<file path="src/rtl/iu_mode_pkg.sv">
package iu_mode_pkg;

   // Mode encoding is {enable, extended}
   typedef enum logic [1:0] {
      MODE_OFF    = 2'b00,
      MODE_BAD    = 2'b01,
      MODE_LEGACY = 2'b10,
      MODE_EXT    = 2'b11
   } iu_mode_e;

   typedef enum logic [2:0] {
      REJ_NONE,
      REJ_NO_CAP,
      REJ_EXT_NO_EN,
      REJ_OFF_TO_EXT,
      REJ_EXT_TO_LEGACY
   } iu_reject_e;

   function automatic iu_mode_e mode_of(input logic en, input logic ext);
      return iu_mode_e'({en, ext});
   endfunction

endpackage

</file>
<file path="src/rtl/iu_mode_check.sv">
module iu_mode_check
   import iu_mode_pkg::*;
(
   input  iu_mode_e cur_mode,
   input  logic     req_en,
   input  logic     req_ext,
   input  logic     ext_cap,
   output logic     accept
);

   iu_reject_e cause;

   // Rules are checked in a fixed order; the first one that matches wins
   always_comb begin
      cause = REJ_NONE;
      if (req_ext && !ext_cap)
         cause = REJ_NO_CAP;
      else if (req_ext && !req_en)
         cause = REJ_EXT_NO_EN;
      else if ((cur_mode == MODE_OFF) && req_en && req_ext)
         cause = REJ_OFF_TO_EXT;
      else if ((cur_mode == MODE_EXT) && req_en && !req_ext)
         cause = REJ_EXT_TO_LEGACY;
   end

   assign accept = (cause == REJ_NONE);

endmodule

</file>
<file path="src/rtl/iu_logid_gen.sv">
module iu_logid_gen #(
   parameter int ID_W      = 32,
   parameter int SLOT_W    = 4,
   parameter int CLUSTER_W = 16,
   localparam int SLOTS    = 1 << SLOT_W,
   localparam int LID_W    = CLUSTER_W + SLOTS
) (
   input  logic [ID_W-1:0]  id,
   output logic [LID_W-1:0] lid
);

   logic [SLOT_W-1:0] slot;

   assign slot = id[SLOT_W-1:0];
   assign lid[LID_W-1:SLOTS] = id[SLOT_W+CLUSTER_W-1:SLOT_W];

   for (genvar s = 0; s < SLOTS; s++) begin : g_slot
      assign lid[s] = (slot == SLOT_W'(s));
   end

endmodule

</file>
<file path="src/rtl/iu_mode_reg.sv">
module iu_mode_reg
   import iu_mode_pkg::*;
#(
   parameter int          ADDR_W     = 20,
   parameter int          LID_W      = 32,
   parameter logic [19:0] RESET_ADDR = 20'hFEE00
) (
   input  logic              clk,
   input  logic              rst_n,
   input  logic              boot_strap,
   input  logic              wr,
   input  logic              accept,
   input  logic              req_en,
   input  logic              req_ext,
   input  logic [ADDR_W-1:0] req_addr,
   input  logic [LID_W-1:0]  lid_next,
   output iu_mode_e          mode,
   output logic              boot,
   output logic [ADDR_W-1:0] addr,
   output logic              err_p,
   output logic              clr_p,
   output logic              entry_p,
   output logic [LID_W-1:0]  lid
);

   logic en_q, ext_q;
   logic commit, entering;

   assign mode     = mode_of(en_q, ext_q);
   assign commit   = wr && accept;
   assign entering = commit && req_ext && !ext_q;

   always_ff @(posedge clk) begin
      if (!rst_n) begin
         en_q    <= 1'b1;
         ext_q   <= 1'b0;
         boot    <= boot_strap;
         addr    <= ADDR_W'(RESET_ADDR);
         err_p   <= 1'b0;
         clr_p   <= 1'b0;
         entry_p <= 1'b0;
         lid     <= '0;
      end else begin
         err_p   <= wr && !accept;
         clr_p   <= commit && !req_en;
         entry_p <= entering;
         if (commit) begin
            en_q  <= req_en;
            ext_q <= req_ext;
            addr  <= req_addr;
         end
         if (entering)
            lid <= lid_next;
      end
   end

endmodule

</file>
<file path="src/rtl/iu_mode_ctrl.sv">
module iu_mode_ctrl
   import iu_mode_pkg::*;
#(
   parameter int          VAL_W      = 64,
   parameter int          ID_W       = 32,
   parameter int          ADDR_LSB   = 12,
   parameter int          ADDR_MSB   = 31,
   parameter int          BOOT_BIT   = 8,
   parameter int          EXT_BIT    = 10,
   parameter int          EN_BIT     = 11,
   parameter int          SLOT_W     = 4,
   parameter int          CLUSTER_W  = 16,
   parameter logic [19:0] RESET_ADDR = 20'hFEE00,
   localparam int         ADDR_W     = ADDR_MSB - ADDR_LSB + 1,
   localparam int         LID_W      = CLUSTER_W + (1 << SLOT_W)
) (
   input  logic             clk,
   input  logic             rst_n,
   input  logic             boot_strap_i,
   input  logic             ext_supported_i,
   input  logic [ID_W-1:0]  init_id_i,
   input  logic             wr_en_i,
   input  logic [VAL_W-1:0] wr_data_i,
   output logic [VAL_W-1:0] base_reg_o,
   output logic             wr_err_o,
   output logic             sw_en_clr_o,
   output logic             ext_entry_o,
   output logic [LID_W-1:0] log_id_o
);

   // Elaboration-time parameter checks
   if (ADDR_MSB >= VAL_W) begin : g_bad_msb
      $error("address field exceeds the value width");
   end
   if (ADDR_W < 1 || ADDR_W > 20) begin : g_bad_addr
      $error("address field width must be 1 to 20");
   end
   if (BOOT_BIT >= ADDR_LSB || EXT_BIT >= ADDR_LSB || EN_BIT >= ADDR_LSB) begin : g_bad_ctl
      $error("control bits must lie below the address field");
   end
   if (BOOT_BIT == EXT_BIT || BOOT_BIT == EN_BIT || EXT_BIT == EN_BIT) begin : g_bad_dup
      $error("control bits must be distinct");
   end
   if (ID_W < SLOT_W + CLUSTER_W) begin : g_bad_id
      $error("initial ID too narrow for the logical ID fields");
   end

   iu_mode_e          mode;
   logic              accept;
   logic              boot;
   logic [ADDR_W-1:0] addr;
   logic [LID_W-1:0]  lid_next;

   iu_mode_check u_check (
      .cur_mode (mode),
      .req_en   (wr_data_i[EN_BIT]),
      .req_ext  (wr_data_i[EXT_BIT]),
      .ext_cap  (ext_supported_i),
      .accept   (accept)
   );

   iu_logid_gen #(
      .ID_W      (ID_W),
      .SLOT_W    (SLOT_W),
      .CLUSTER_W (CLUSTER_W)
   ) u_logid (
      .id  (init_id_i),
      .lid (lid_next)
   );

   iu_mode_reg #(
      .ADDR_W     (ADDR_W),
      .LID_W      (LID_W),
      .RESET_ADDR (RESET_ADDR)
   ) u_reg (
      .clk        (clk),
      .rst_n      (rst_n),
      .boot_strap (boot_strap_i),
      .wr         (wr_en_i),
      .accept     (accept),
      .req_en     (wr_data_i[EN_BIT]),
      .req_ext    (wr_data_i[EXT_BIT]),
      .req_addr   (wr_data_i[ADDR_MSB:ADDR_LSB]),
      .lid_next   (lid_next),
      .mode       (mode),
      .boot       (boot),
      .addr       (addr),
      .err_p      (wr_err_o),
      .clr_p      (sw_en_clr_o),
      .entry_p    (ext_entry_o),
      .lid        (log_id_o)
   );

   always_comb begin
      base_reg_o                    = '0;
      base_reg_o[ADDR_MSB:ADDR_LSB] = addr;
      base_reg_o[EN_BIT]            = mode[1];
      base_reg_o[EXT_BIT]           = mode[0];
      base_reg_o[BOOT_BIT]          = boot;
   end

endmodule

</file>
<file path="config.mk">
export PLATFORM = sky130hd
export DESIGN_NAME = iu_mode_ctrl
export DESIGN_NICKNAME = d
export VERILOG_FILES = /design/src/rtl/iu_mode_pkg.sv /design/src/rtl/iu_mode_check.sv /design/src/rtl/iu_logid_gen.sv /design/src/rtl/iu_mode_reg.sv /design/src/rtl/iu_mode_ctrl.sv
export SDC_FILE = /design/constraint.sdc
export NUM_CORES = 1
export LEC_CHECK = 0
export ABC_AREA = 0
export BUFFER_PORTS_ARGS = -buffer_cell sky130_fd_sc_hd__buf_2
export CORE_MARGIN = 2
export CORE_UTILIZATION = 43
export DETAILED_ROUTE_END_ITERATION = 6
export GPL_TIMING_DRIVEN = 0
export PLACE_DENSITY = 0.85
export SYNTH_ARGS = -nofsm -noshare
export SYNTH_HDL_FRONTEND = slang
export SYNTH_SLANG_ARGS = --single-unit
</file>
<file path="constraint.sdc">
create_clock -name clk -period 3.5 [get_ports clk]
set_clock_uncertainty 0.1 [all_clocks]
set_input_delay 0.7 -clock clk [delete_from_list [all_inputs] [get_ports clk]]
set_output_delay 0.7 -clock clk [all_outputs]
set_load 0.1 [all_outputs]
</file>
After elaboration in Yosys (flattened, before gate mapping)
Cells that the tools add are included.
{"block": "word_totals", "ff_bits": 58, "inputBits": 101, "out_inout_bits": 99, "elab_cells": 47}
{"block": "op_classes", "eq_ne": 16, "n_mux": 4, "reduce_logical": 19}
{"operator": "$eq 4x4->1 const B", "n": 8}
{"operator": "$eq 4x3->1 const B", "n": 4}
{"operator": "$mux 3", "n": 4}
{"operator": "$logic_and 1x1->1", "n": 11}
{"operator": "$eq 4x2->1 const B", "n": 2}
{"operator": "$logic_not 1->1", "n": 5}
{"operator": "$eq 4x1->1 const B", "n": 1}
{"operator": "$logic_not 4->1", "n": 1}
{"operator": "$logic_not 3->1", "n": 1}
{"operator": "$eq 2x2->1 const B", "n": 1}
{"operator": "$logic_not 2->1", "n": 1}

Logic depth before layout (Yosys ltp)
Gate-level depths: netlist of run 1.
{"block": "logic_depth", "ltp_word": 11, "mapped_depth": 5}

Modules after synthesis
A second synthesis of run 1 with hierarchy kept.
{"block": "unflattened", "hier_cells": 323, "hier_area_um2": 2992.9}
{"module": "iu_mode_reg", "instances": 1, "cells_per_inst": 241, "area_per_inst_um2": 2304.7, "seq_area_each_um2": 1171.1}
{"module": "iu_logid_gen", "instances": 1, "cells_per_inst": 36, "area_per_inst_um2": 346.6, "seq_area_each_um2": 0.0}
{"module": "iu_mode_ctrl", "instances": 1, "cells_per_inst": 43, "area_per_inst_um2": 319.1, "seq_area_each_um2": 0.0}
{"module": "iu_mode_check", "instances": 1, "cells_per_inst": 3, "area_per_inst_um2": 22.5, "seq_area_each_um2": 0.0}

Worst setup path before layout of run 1
No wires, ideal clock.
{"block": "synth_path", "path_kind": "register to output", "startpoint": "register u_reg.addr[9]", "endpoint": "output base_reg_o[21]", "arrival_time_ps": 924, "slack_ps": 1776, "stages_incl_launch_ff": 1, "n_path_buf": 0, "cell_sequence": "dfxtp_1"}
{"element": "from (decl)", "line_no": "iu_mode_reg.sv:19", "text": "output logic [ADDR_W-1:0] addr,"}
{"element": "from (signal assigned)", "line_no": "iu_mode_reg.sv:38", "text": "addr <= ADDR_W'(RESET_ADDR);"}
{"element": "from (signal assigned)", "line_no": "iu_mode_reg.sv:50", "text": "addr <= req_addr;"}
{"element": "to (decl)", "line_no": "iu_mode_ctrl.sv:24", "text": "output logic [VAL_W-1:0] base_reg_o,"}
No word-level cell between the ends.

Final worst setup path of run 1
{"block": "layout_path", "startpoint": "register u_reg.ext_q", "endpoint": "output base_reg_o[10]"}
{"element": "from (decl)", "line_no": "iu_mode_reg.sv:26", "text": "logic en_q, ext_q;"}
{"element": "from (signal assigned)", "line_no": "iu_mode_reg.sv:49", "text": "ext_q <= req_ext;"}
No word-level cell between the ends.

==> out/qor.csv, run 1 <==
metric;value;unit
syn_to_final_growth;35.5;%
wire_per_inst;12.3;um
cp_cell_sequence;buf_4, buf_2;
n_antenna_cell;0;
post_cts_buffers;0;
drv_slew;0;
dieArea;0.00686;mm^2
synthFlopType;dfxtp_1;
hpwlAfterDp;5.07;mm
drive_above_1_share;0.368;
end_kind;output pin;
fin_crit_sh;0.605;
post_cts_resized;0;
grtUsageTotal;0.194;
synthMuxAreaShare;0.0374;
crit_fanout;7;
final_antenna_net_count;0;
synth_edf_count;1;
vias;2627;
n_fill_cell;557;
vias_per_cell;4.79;
synth_simple_gate_area_share;0.136;
cts_hold_buffers;0;
grt_antenna_before_repair;0;
multi_input_area;0.00116;mm^2
rsz0062_at_grt;false;
drc;0;
avgSynthCellArea;8.52;um^2
fin_crit;2.12;ns
synth-async-reset-ratio;0;
hp-class;reg2reg;
clock_sinks;58;
yosysSeqAreaShare;0.438;
initial_core_util;0.449;
synth-xor-area-share;0;
wl;6.72;mm
cts_tree;built;
synth_top_cells_by_count;dfxtp_1 (57), buf_4 (44), a21oi_1 (33), o21ai_0 (33), nand2_1 (22);
dr.pass1.iters;4;
seq_area;0.00117;mm^2
synth_top_family_by_area;compound AO/OA/AOI/OAI gates;
post-route-util;0.608;
synth_cells;314;
power_density;502;mW/mm^2
cp.required;2.70;ns
gp_congestion;0.817;
max_freq;472;MHz
row_count;28;
netlist-cell-type-count;29;
coreArea;0.00596;mm^2
cts_buffers;9;
max_stage_delay;0.43;ns
drv_cap;0;
clock_latency;0.32;ns
synth_compound_area_frac;0.202;
overflow;0;
io_buffer_count;103;
cts_root_buffer;clkbuf_8;
setup_viol;0;
critPathSlowestCell;dfxtp_1;
grt_pass1_vias;2426;
grt_pass1_wl;11.1;mm
cp_data_arrival_time;1.32;ns
die_h;82.9;um
die_w;82.9;um
path_class;reg2out;
synth_top_area_share;0.427;
synth_top_cell_by_area;dfxtp_1;
ios;200;
power.leakage;1.78;nW
status;finished, final reports clean;
ys_ff_latch;58;
cts.clk_slew.worst_paths;0.06;ns
worstSetupStartpointType;register;
ys_top_cells_by_area;dfxtp_1 (43%), buf_4 (12%), a21oi_1 (6.2%);
htree_levels;3;
cts_buffer_depth;2;
hold_violations;0;
syn_area;0.00267;mm^2
peakVddDrop;0.000321;V
synthAdderAreaFrac;0;
yosysMostFrequentCell;dfxtp_1;
grt_max_degree;11;
yosys_warnings;0;
tns;0;ns
nets;569;
first_iter_violations;147;
-- per-layer routing --
metal,wire (um),track usage,up-vias
li1,-,-,1325
met1,2770,0.220,1187
met2,3300,0.337,108
met3,591,0.0775,7
met4,59,0.0566,0
met5,0,0,-
-- stage by stage --
step | hold slack (ns) | worst slack [ns] | instances | power (W) | cell area, um^2
after floorplan | 0.387 | 1.78 | 354 | 0.00119 | 2820
after global placement | 0.342 | 1.57 | 532 | 0.00126 | 3430
after detailed placement | 0.353 | 1.55 | 532 | 0.00127 | 3430
after CTS | 0.364 | 1.36 | 548 | 0.00183 | 3620
after global routing | 0.388 | 1.30 | 548 | 0.00190 | 3620
final | 0.359 | 1.38 | 548 | 0.00182 | 3620
-- where the power goes --
part	switching, W	internal (W)	leakage [nW]	total (W)
clock	0.000250	0.000312	0.0944	0.000562
sequential	0.0000120	0.000686	0.474	0.000698
combinational	0.000457	0.000101	1.22	0.000558
total	0.000719	0.00110	1.78	0.00182
-- cell type report --
class / count / area share
buffer: 71 / 0.124
clock buffer: 12 / 0.0456
clock inverter: 4 / 0.00691
inverter: 12 / 0.0124
multi-input combinational: 213 / 0.320
sequential: 58 / 0.323
tap: 75 / 0.0259
timing repair buffer: 103 / 0.142
-- registers in the layout, indices dropped and copies added (netlist names) --
| name | flops |
|---|---|
| u_reg.addr | 20 |
| u_reg.boot | 1 |
| u_reg.clr_p | 1 |
| u_reg.en_q | 1 |
| u_reg.entry_p | 1 |
| u_reg.err_p | 1 |
| u_reg.ext_q | 1 |
| u_reg.lid | 32 |
-- cells by family (layout without fill, tap and decap cells) --
kind of cell / after synthesis / count (layout)
muxes: 10 / 10
and+or+nand+nor: 71 / 71
buffers and inverters: 83 / 202
AOI/OAI and AO/OA: 91 / 91
other: 1 / 41
DFF: 58 / 58
-- worst max-delay path: cells and delay by family (launching register included) --
family / cells / cell delay [ns]
buffers and inverters: 2 / 0.56
DFF: 1 / 0.43
-- path summary, 6_finish.rpt --
kind / endpoint / cells past startpoint / slack (ns) / from
hold reg to reg: u_reg.addr[8] / 2 / 0.36 / u_reg.addr[8]
setup reg to reg: u_reg.lid[6] / 4 / 1.96 / u_reg.en_q
setup / recovery: base_reg_o[10] / 2 / 1.38 / u_reg.ext_q
hold / removal: u_reg.addr[8] / 2 / 0.36 / u_reg.addr[8]
-- cell usage in the layout, fill, tap and decap left out, types with 2 or more instances in the layout --
master      synthesis  layout
a21oi_1            33      33
and2_1              2       2
buf_2               7     110
buf_4              44      44
clkbuf_1           18      18
clkbuf_8            0      12
clkinv_2            0       2
clkinvlp_4          0       2
conb_1              1      41
dfxtp_1            57      57
inv_1              11      11
mux2i_1            10      10
nand2_1            22      22
nand2b_1            2       2
nand3_1            16      16
nand4_1            17      17
nor2_1              3       3
nor2b_1             5       5
nor3_1              2       2
o2111ai_1          10      10
o211a_1             2       2
o211ai_1           10      10
o21ai_0            33      33
No activity file was read; power rests on OpenSTA's default activity.
==> run 2: changes to the inputs <==
--- a/config.mk
+++ b/config.mk
@@ -5,13 +5,13 @@
 export SDC_FILE = /design/constraint.sdc
 export NUM_CORES = 1
 export LEC_CHECK = 0
-export ABC_AREA = 0
+export ABC_AREA = 1
 export BUFFER_PORTS_ARGS = -buffer_cell sky130_fd_sc_hd__buf_2
 export CORE_MARGIN = 2
-export CORE_UTILIZATION = 43
+export CORE_UTILIZATION = 37
 export DETAILED_ROUTE_END_ITERATION = 6
 export GPL_TIMING_DRIVEN = 0
-export PLACE_DENSITY = 0.85
+export PLACE_DENSITY = 0.77
 export SYNTH_ARGS = -nofsm -noshare
 export SYNTH_HDL_FRONTEND = slang
 export SYNTH_SLANG_ARGS = --single-unit
==> constraint.sdc (replaced) <==
create_clock -name clk -period 1.9 [get_ports clk]
set_clock_uncertainty 0.1 [all_clocks]
set_input_delay 0.38 -clock clk [delete_from_list [all_inputs] [get_ports clk]]
set_output_delay 0.38 -clock clk [all_outputs]
set_load 0.1 [all_outputs]
==> run 2 against run 1 <==
Against the previous run:
- sequential share of layout area shrank 1.2 points
- combinational power grew 120%
- utilization shrank 9.0 points
- non-clock buffer count shrank 8
- largest power group unchanged
- setup slack lost 1.2 ns
- synthesized cell count grew 32%
- final area grew 3.9%
==> out/qor.csv, run 2 <==
metric;value;unit;change
n_fill_cell;734;;was 557
vias_per_cell;4.04;;was 4.79
setup_slack;0.160;ns;was 1.38 ns
post_cts_buffers;0;;unchanged
max_stage_delay;0.41;ns;was 0.43 ns
power.leakage;2.30;nW;was 1.78 nW
ys_top_cells_by_area;dfxtp_1 (41%), nand2_1 (15%), nor2_1 (14%);;was dfxtp_1 (43%), buf_4 (12%), a21oi_1 (6.2%)
ios;200;;unchanged
status;finished, final reports clean;;unchanged
synth_top_area_share;0.412;;was 0.427
peakVddDrop;0.000552;V;was 0.000321 V
row_count;31;;was 28
grtUsageTotal;0.158;;was 0.194
hpwlAfterDp;4.83;mm;was 5.07 mm
yosysMostFrequentCell;nand2_1;;was dfxtp_1
io_buffer_count;103;;unchanged
setup_viol;0;;unchanged
syn_to_final_growth;35.9;%;was 35.5%
grt_antenna_before_repair;0;;unchanged
post_cts_resized;0;;unchanged
cp_cell_sequence;buf_4, buf_2;;unchanged
tns;0;ns;unchanged
final_antenna_net_count;0;;unchanged
path_class;reg2out;;unchanged
combPwrFrac;0.327;;was 0.307
first_iter_violations;115;;was 147
max_freq;575;MHz;
cts_hold_buffers;0;;unchanged
tightest_slew;0.515;ns;
r2r-end;u_reg.lid[5];;was u_reg.lid[6]
cp_data_arrival_time;1.26;ns;was 1.32 ns
switching_share;0.410;;was 0.396
wl;6.28;mm;was 6.72 mm
overflow;0;;unchanged
p_int;0.00216;W;was 0.00110 W
grt_pass1_wl;10.7;mm;was 11.1 mm
power_density;972;mW/mm^2;was 502 mW/mm^2
initial_core_util;0.382;;was 0.449
worst-r2r-cell-count;7;;was 4
rsz0062_at_grt;false;;unchanged
cts_buffer_depth;2;;unchanged
yosysSeqAreaShare;0.423;;was 0.438
fin_crit;1.74;ns;
cp.required;1.42;ns;was 2.70 ns
clock_sinks;58;;unchanged
switchingPower;0.00150;W;was 0.000719 W
reg2reg_slack;0.43;ns;was 1.96 ns
drv_cap;0;;unchanged
hold_end;u_reg.boot;;was u_reg.addr[8]
synth_top_cell_by_area;dfxtp_1;;unchanged
layout_common_cells;buf_2 (114), nand2_1 (108), nor2_1 (103);;was buf_2 (110), dfxtp_1 (57), buf_4 (44)
reg_top3;u_reg.lid (32), u_reg.addr (20);;unchanged
die_w;90.5;um;was 82.9 um
worstSetupStartpointType;register;;unchanged
drive_above_1_share;0.314;;was 0.368
yosys_warnings;0;;unchanged
largest_register;u_reg.lid;;unchanged
dieArea;0.00819;mm^2;was 0.00686 mm^2
crit_fanout;5;;was 7
die_h;90.5;um;was 82.9 um
seq_power_share;0.359;;was 0.384
gp_congestion;0.737;;was 0.817
fin_crit_sh;0.916;;
worstReg2RegStart;u_reg.en_q;;unchanged
largest_reg_flops;32;;unchanged
htree_levels;3;;unchanged
cts.clk_slew.worst_paths;0.06;ns;about the same
n_antenna_cell;0;;unchanged
vias;2720;;was 2627
coreArea;0.00725;mm^2;was 0.00596 mm^2
synth_top_cells_by_count;nand2_1 (108), nor2_1 (103), dfxtp_1 (57);;was dfxtp_1 (57), buf_4 (44), a21oi_1 (33), o21ai_0 (33), nand2_1 (22)
dr.pass1.iters;4;;unchanged
nets;670;;was 569
wire_per_inst;9.33;um;was 12.3 um
synth_edf_count;1;;unchanged
final_common_cell;buf_2;;unchanged
slew_headroom;0.659;;
cts_buffers;9;;unchanged
synth_cells;415;;was 314
place_ws;0.289;ns;was 1.55 ns
syn_area;0.00277;mm^2;was 0.00267 mm^2
drv_slew;0;;unchanged
clock_latency;0.32;ns;about the same
avgSynthCellArea;6.68;um^2;was 8.52 um^2
hp-class;in2reg;;was reg2reg
drc;0;;unchanged
netlist-cell-type-count;20;;was 29
synth-async-reset-ratio;0;;unchanged
ys_ff_latch;58;;unchanged
power_frac_clock;0.314;;was 0.309
cts_tree;built;;unchanged
grt_max_degree;11;;unchanged
whs_path_depth;1;;was 2
cts_root_buffer;clkbuf_8;;unchanged
hold_violations;0;;unchanged
grt_pass1_vias;2478;;was 2426
critPathSlowestCell;buf_2;;was dfxtp_1
synthFlopType;dfxtp_1;;unchanged
min-delay-start;boot_strap_i;;was u_reg.addr[8]
end_kind;output pin;;unchanged
[run 2: cell count changes in the layout (fill, tap and decap cells not counted), moves of 15 or more]
cell      delta
nand2_1     +86
o21ai_0     -32
nor2_1     +100
a21oi_1     -31
clkbuf_1    -15
inv_1       +41
[run 2: power groups by stage]
stage | combinational, W | sequential [W] | clock, W
2_1_floorplan | 0.000614 | 0.00177 | 0
3_3_place_gp | 0.00119 | 0.00134 | 0
3_5_place_dp | 0.00120 | 0.00134 | 0
4_1_cts | 0.00120 | 0.00131 | 0.00119
5_1_grt | 0.00125 | 0.00132 | 0.00125
6_report | 0.00120 | 0.00131 | 0.00115
[run 2: final cells by class]
cell class,count,area (um^2),area share
clock inverter,5,52.6,0.0140
tap,99,124,0.0329
buffer,63,434,0.115
inverter,53,199,0.0529
clock buffer,11,151,0.0402
timing repair buffer,103,515,0.137
multi-input combinational,281,1120,0.297
sequential,58,1170,0.311
[run 2: kinds of logic (layout without fill, tap and decap cells)]
family | after synthesis | count (layout) | synth area share
simple gates | 236 | 236 | 0.339
compound gates | 4 | 4 | 0.00813
other cells | 1 | 41 | 0.00135
buf+inv | 116 | 235 | 0.229
flops | 58 | 58 | 0.423
[run 2: through the flow]
step,cell area [um^2],util,power (W),std cells,hold WS [ns]
floorplan,2920,-,0.00238,455,0.370
detailed placement,3560,0.491,0.00253,657,0.342
CTS,3760,0.519,0.00370,673,0.109
finish,3760,0.519,0.00366,673,0.129
global route,3760,0.519,0.00382,673,0.107
global placement,3560,0.491,0.00252,657,0.337
[run 2: critical path, delay by kind of cell (launching register included)]
| kind | cells | cell delay, ns |
|---|---|---|
| flip-flops | 1 | 0.40 |
| buffers and inverters | 2 | 0.54 |
[run 2: routing by layer]
layer,GRT usage,wire [um],part of all wire
met1,0.177,2650,0.42
met2,0.275,3000,0.48
met3,0.0526,574,0.091
met4,0.0615,54,0.0086
met5,0,0,0
[run 2: how the worst max path moves through the flow]
stage                     slack [ns]             end           from
after floorplan                 0.50  base_reg_o[21]  u_reg.addr[9]
after global placement          0.33    u_reg.lid[3]  wr_data_i[11]
after detailed placement        0.29    u_reg.lid[5]  wr_data_i[11]
after CTS                       0.13  base_reg_o[11]     u_reg.en_q
after global routing            0.09  base_reg_o[10]    u_reg.ext_q
final                           0.16  base_reg_o[11]     u_reg.en_q
==> run 3: changes to the inputs <==
--- a/config.mk
+++ b/config.mk
@@ -11,7 +11,8 @@
 export CORE_UTILIZATION = 37
 export DETAILED_ROUTE_END_ITERATION = 6
 export GPL_TIMING_DRIVEN = 0
-export PLACE_DENSITY = 0.77
+export PLACE_DENSITY = 0.76
 export SYNTH_ARGS = -nofsm -noshare
 export SYNTH_HDL_FRONTEND = slang
+export SYNTH_HIERARCHICAL = 1
 export SYNTH_SLANG_ARGS = --single-unit
==> run 3 against run 2 <==
Against the previous run:
- combinational power up 16%
- utilization down 2.1 points
- total power up 8.0%
- clock power up 7%
- non-clock buffer count unchanged
- final area up 0.66%
==> out/qor.csv, run 3 <==
metric;value;unit;change
coreArea;0.00761;mm^2;was 0.00725 mm^2
grt_pass1_vias;2272;;was 2478
htree_levels;3;;unchanged
syn_area;0.00286;mm^2;was 0.00277 mm^2
tns;0;ns;unchanged
clock_sinks;58;;unchanged
clock_latency;0.32;ns;about the same
vias_per_cell;4.07;;was 4.04
reg_top3;u_reg/lid (32), u_reg/addr (20);;was u_reg.lid (32), u_reg.addr (20)
seq_power_share;0.338;;was 0.359
row_count;32;;was 31
ios;200;;unchanged
io_buffer_count;87;;was 103
ys_top_cells_by_area;dfxtp_1 (40%), buf_4 (17%), nor2_1 (14%);;was dfxtp_1 (41%), nand2_1 (15%), nor2_1 (14%)
cts_root_buffer;clkbuf_8;;unchanged
avgSynthCellArea;6.91;um^2;was 6.68 um^2
drive_above_1_share;0.333;;was 0.314
fin_crit_sh;0.923;;was 0.916
peakVddDrop;0.000532;V;was 0.000552 V
synth_top_area_share;0.400;;was 0.412
grt_antenna_before_repair;0;;unchanged
fin_crit;1.75;ns;was 1.74 ns
dieArea;0.00844;mm^2;was 0.00819 mm^2
endpoint;base_reg_o[10];;was base_reg_o[11]
setup_viol;0;;unchanged
power.leakage;2.08;nW;was 2.30 nW
max_stage_delay;0.41;ns;about the same
gp_congestion;0.737;;about the same
worstReg2RegStart;u_reg/ext_q;;was u_reg.en_q
largest_register;u_reg/lid;;was u_reg.lid
synth_top_cell_by_area;dfxtp_1;;unchanged
syn_to_final_growth;32.7;%;was 35.9%
reg2reg_slack;0.19;ns;was 0.43 ns
yosysSeqAreaShare;0.410;;was 0.423
cp.required;1.42;ns;about the same
dr.pass1.iters;4;;unchanged
rsz0062_at_grt;false;;unchanged
critPathSlowestCell;buf_2;;unchanged
netlist-cell-type-count;20;;unchanged
end_kind;output pin;;unchanged
synth_edf_count;1;;unchanged
crit_fanout;5;;unchanged
grt_max_degree;12;;was 11
drc;0;;unchanged
dpl_cell_area;0.00357;mm^2;was 0.00356 mm^2
die_h;91.8;um;was 90.5 um
power_frac_clock;0.311;;was 0.314
overflow;0;;unchanged
path_class;reg2out;;unchanged
cts_hold_buffers;0;;unchanged
switching_share;0.423;;was 0.410
startpoint;u_reg/ext_q;;was u_reg.en_q
worstSetupStartpointType;register;;unchanged
die_w;91.8;um;was 90.5 um
hold_violations;0;;unchanged
yosysMostFrequentCell;nor2_1;;was nand2_1
grt_pass1_wl;9.87;mm;was 10.7 mm
cts_tree;built;;unchanged
layout_common_cells;nor2_1 (103), buf_2 (94), nand2_1 (67);;was buf_2 (114), nand2_1 (108), nor2_1 (103)
drv_cap;0;;unchanged
final_common_cell;nor2_1;;was buf_2
post_cts_buffers;0;;unchanged
wl;6.14;mm;was 6.28 mm
nets;652;;was 670
cp.depth;2;;unchanged
yosys_warnings;6;;was 0
cts_buffer_depth;2;;unchanged
first_iter_violations;88;;was 115
vias;2676;;was 2720
max_freq;570;MHz;was 575 MHz
final_antenna_net_count;0;;unchanged
cts_buffers;9;;unchanged
r2r-end;u_reg/lid[25];;was u_reg.lid[5]
synth_top_cells_by_count;nor2_1 (103), nand2_1 (67), buf_4 (66);;was nand2_1 (108), nor2_1 (103), dfxtp_1 (57)
n_antenna_cell;0;;unchanged
final_area;0.00379;mm^2;was 0.00376 mm^2
power_density;1040;mW/mm^2;was 972 mW/mm^2
grtUsageTotal;0.142;;was 0.158
n_fill_cell;801;;was 734
worst-r2r-cell-count;11;;was 7
synth-async-reset-ratio;0;;unchanged
ys_ff_latch;58;;unchanged
status;finished, final reports clean;;unchanged
largest_reg_flops;32;;unchanged
synthFlopType;dfxtp_1;;unchanged
drv_slew;0;;unchanged
cp_data_arrival_time;1.27;ns;was 1.26 ns
initial_core_util;0.375;;was 0.382
path_buf_inv;2;;unchanged
cts.clk_slew.worst_paths;0.07;ns;was 0.06 ns
wire_per_inst;9.33;um;about the same
cp_cell_sequence;buf_4, buf_2;;unchanged
hp-class;in2reg;;unchanged
hpwlAfterDp;4.74;mm;was 4.83 mm
cpLargestDelayFamily;buffers and inverters;;unchanged
combPwrFrac;0.351;;was 0.327
p_int;0.00228;W;was 0.00216 W
synth_cells;413;;was 415
switchingPower;0.00167;W;was 0.00150 W
run 3: cell types whose count changed after synthesis, moves of 3 or more:
cell / before / now
buf_2: 11 / 7
buf_4: 45 / 66
o21ai_0: 1 / 8
inv_1: 52 / 40
nand2_1: 108 / 67
nand3_1: 10 / 43
nand4_1: 12 / 0
nor3_1: 0 / 3
run 3: power groups by stage:
stage	Combinational, W	Clock [W]	Sequential [W]
finish	0.00139	0.00123	0.00134
global route	0.00145	0.00133	0.00135
CTS	0.00139	0.00127	0.00134
detailed placement	0.00139	0	0.00136
global placement	0.00138	0	0.00136
floorplan	0.000687	0	0.00190
run 3: kinds of logic (layout without fill, tap and decap cells):
| logic type | after synthesis | after routing | synth area share |
|---|---|---|---|
| other | 1 | 41 | 0.00131 |
| flip-flops | 58 | 58 | 0.410 |
| buffers and inverters | 123 | 226 | 0.252 |
| AO/OA/AOI/OAI | 11 | 11 | 0.0193 |
| AND/OR/NAND/NOR | 220 | 220 | 0.318 |
run 3: worst reg2reg max path: cells and delay by family (launching register included):
kind	cells	cell delay (ns)
simple gates	8	0.73
flops	1	0.40
buf+inv	3	0.37
run 3: repair_timing:
action	4_1_cts	5_1_grt
hold endpoints to repair	0	0
resized for setup	0	3
endpoints found under the setup margin	0	41
run 3: cell type report:
| cell class | instances | area, um^2 | area share |
|---|---|---|---|
| Tap cell | 102 | 128 | 0.0337 |
| Multi-Input combinational cell | 272 | 1120 | 0.295 |
| Sequential cell | 58 | 1170 | 0.309 |
| Buffer | 79 | 554 | 0.146 |
| Timing Repair Buffer | 87 | 435 | 0.115 |
| Inverter | 44 | 165 | 0.0436 |
| Clock buffer | 9 | 124 | 0.0327 |
| Clock inverter | 7 | 93.8 | 0.0248 |
run 3: routing by layer:
metal  track usage  part of all wire  vias up
met5             0                 0        -
li1              -                 -     1420
met1         0.167              0.43     1160
met4        0.0734             0.016        0
met3        0.0255             0.068        8
met2         0.247              0.48       88
run 3: worst min-delay path by stage:
stage                              start  cells past startpoint  slack, ns        endpoint
after floorplan               u_reg/en_q                      2       0.35      u_reg/en_q
after global placement    u_reg/addr[17]                      2       0.35  u_reg/addr[17]
after detailed placement  u_reg/addr[14]                      2       0.35  u_reg/addr[14]
after CTS                   boot_strap_i                      1       0.11      u_reg/boot
after global routing        boot_strap_i                      1        0.1      u_reg/boot
final                       boot_strap_i                      1       0.13      u_reg/boot
run 3: through the flow:
step	setup WS, ns	hold WS (ns)	cells	util	power (W)
4_1_cts	0.0224	0.107	658	0.498	0.00400
3_3_place_gp	0.119	0.350	642	0.469	0.00274
3_5_place_dp	0.0721	0.349	642	0.469	0.00275
2_1_floorplan	0.115	0.347	453	-	0.00259
6_report	0.146	0.129	658	0.498	0.00395
5_1_grt	0.0108	0.0996	658	0.498	0.00413
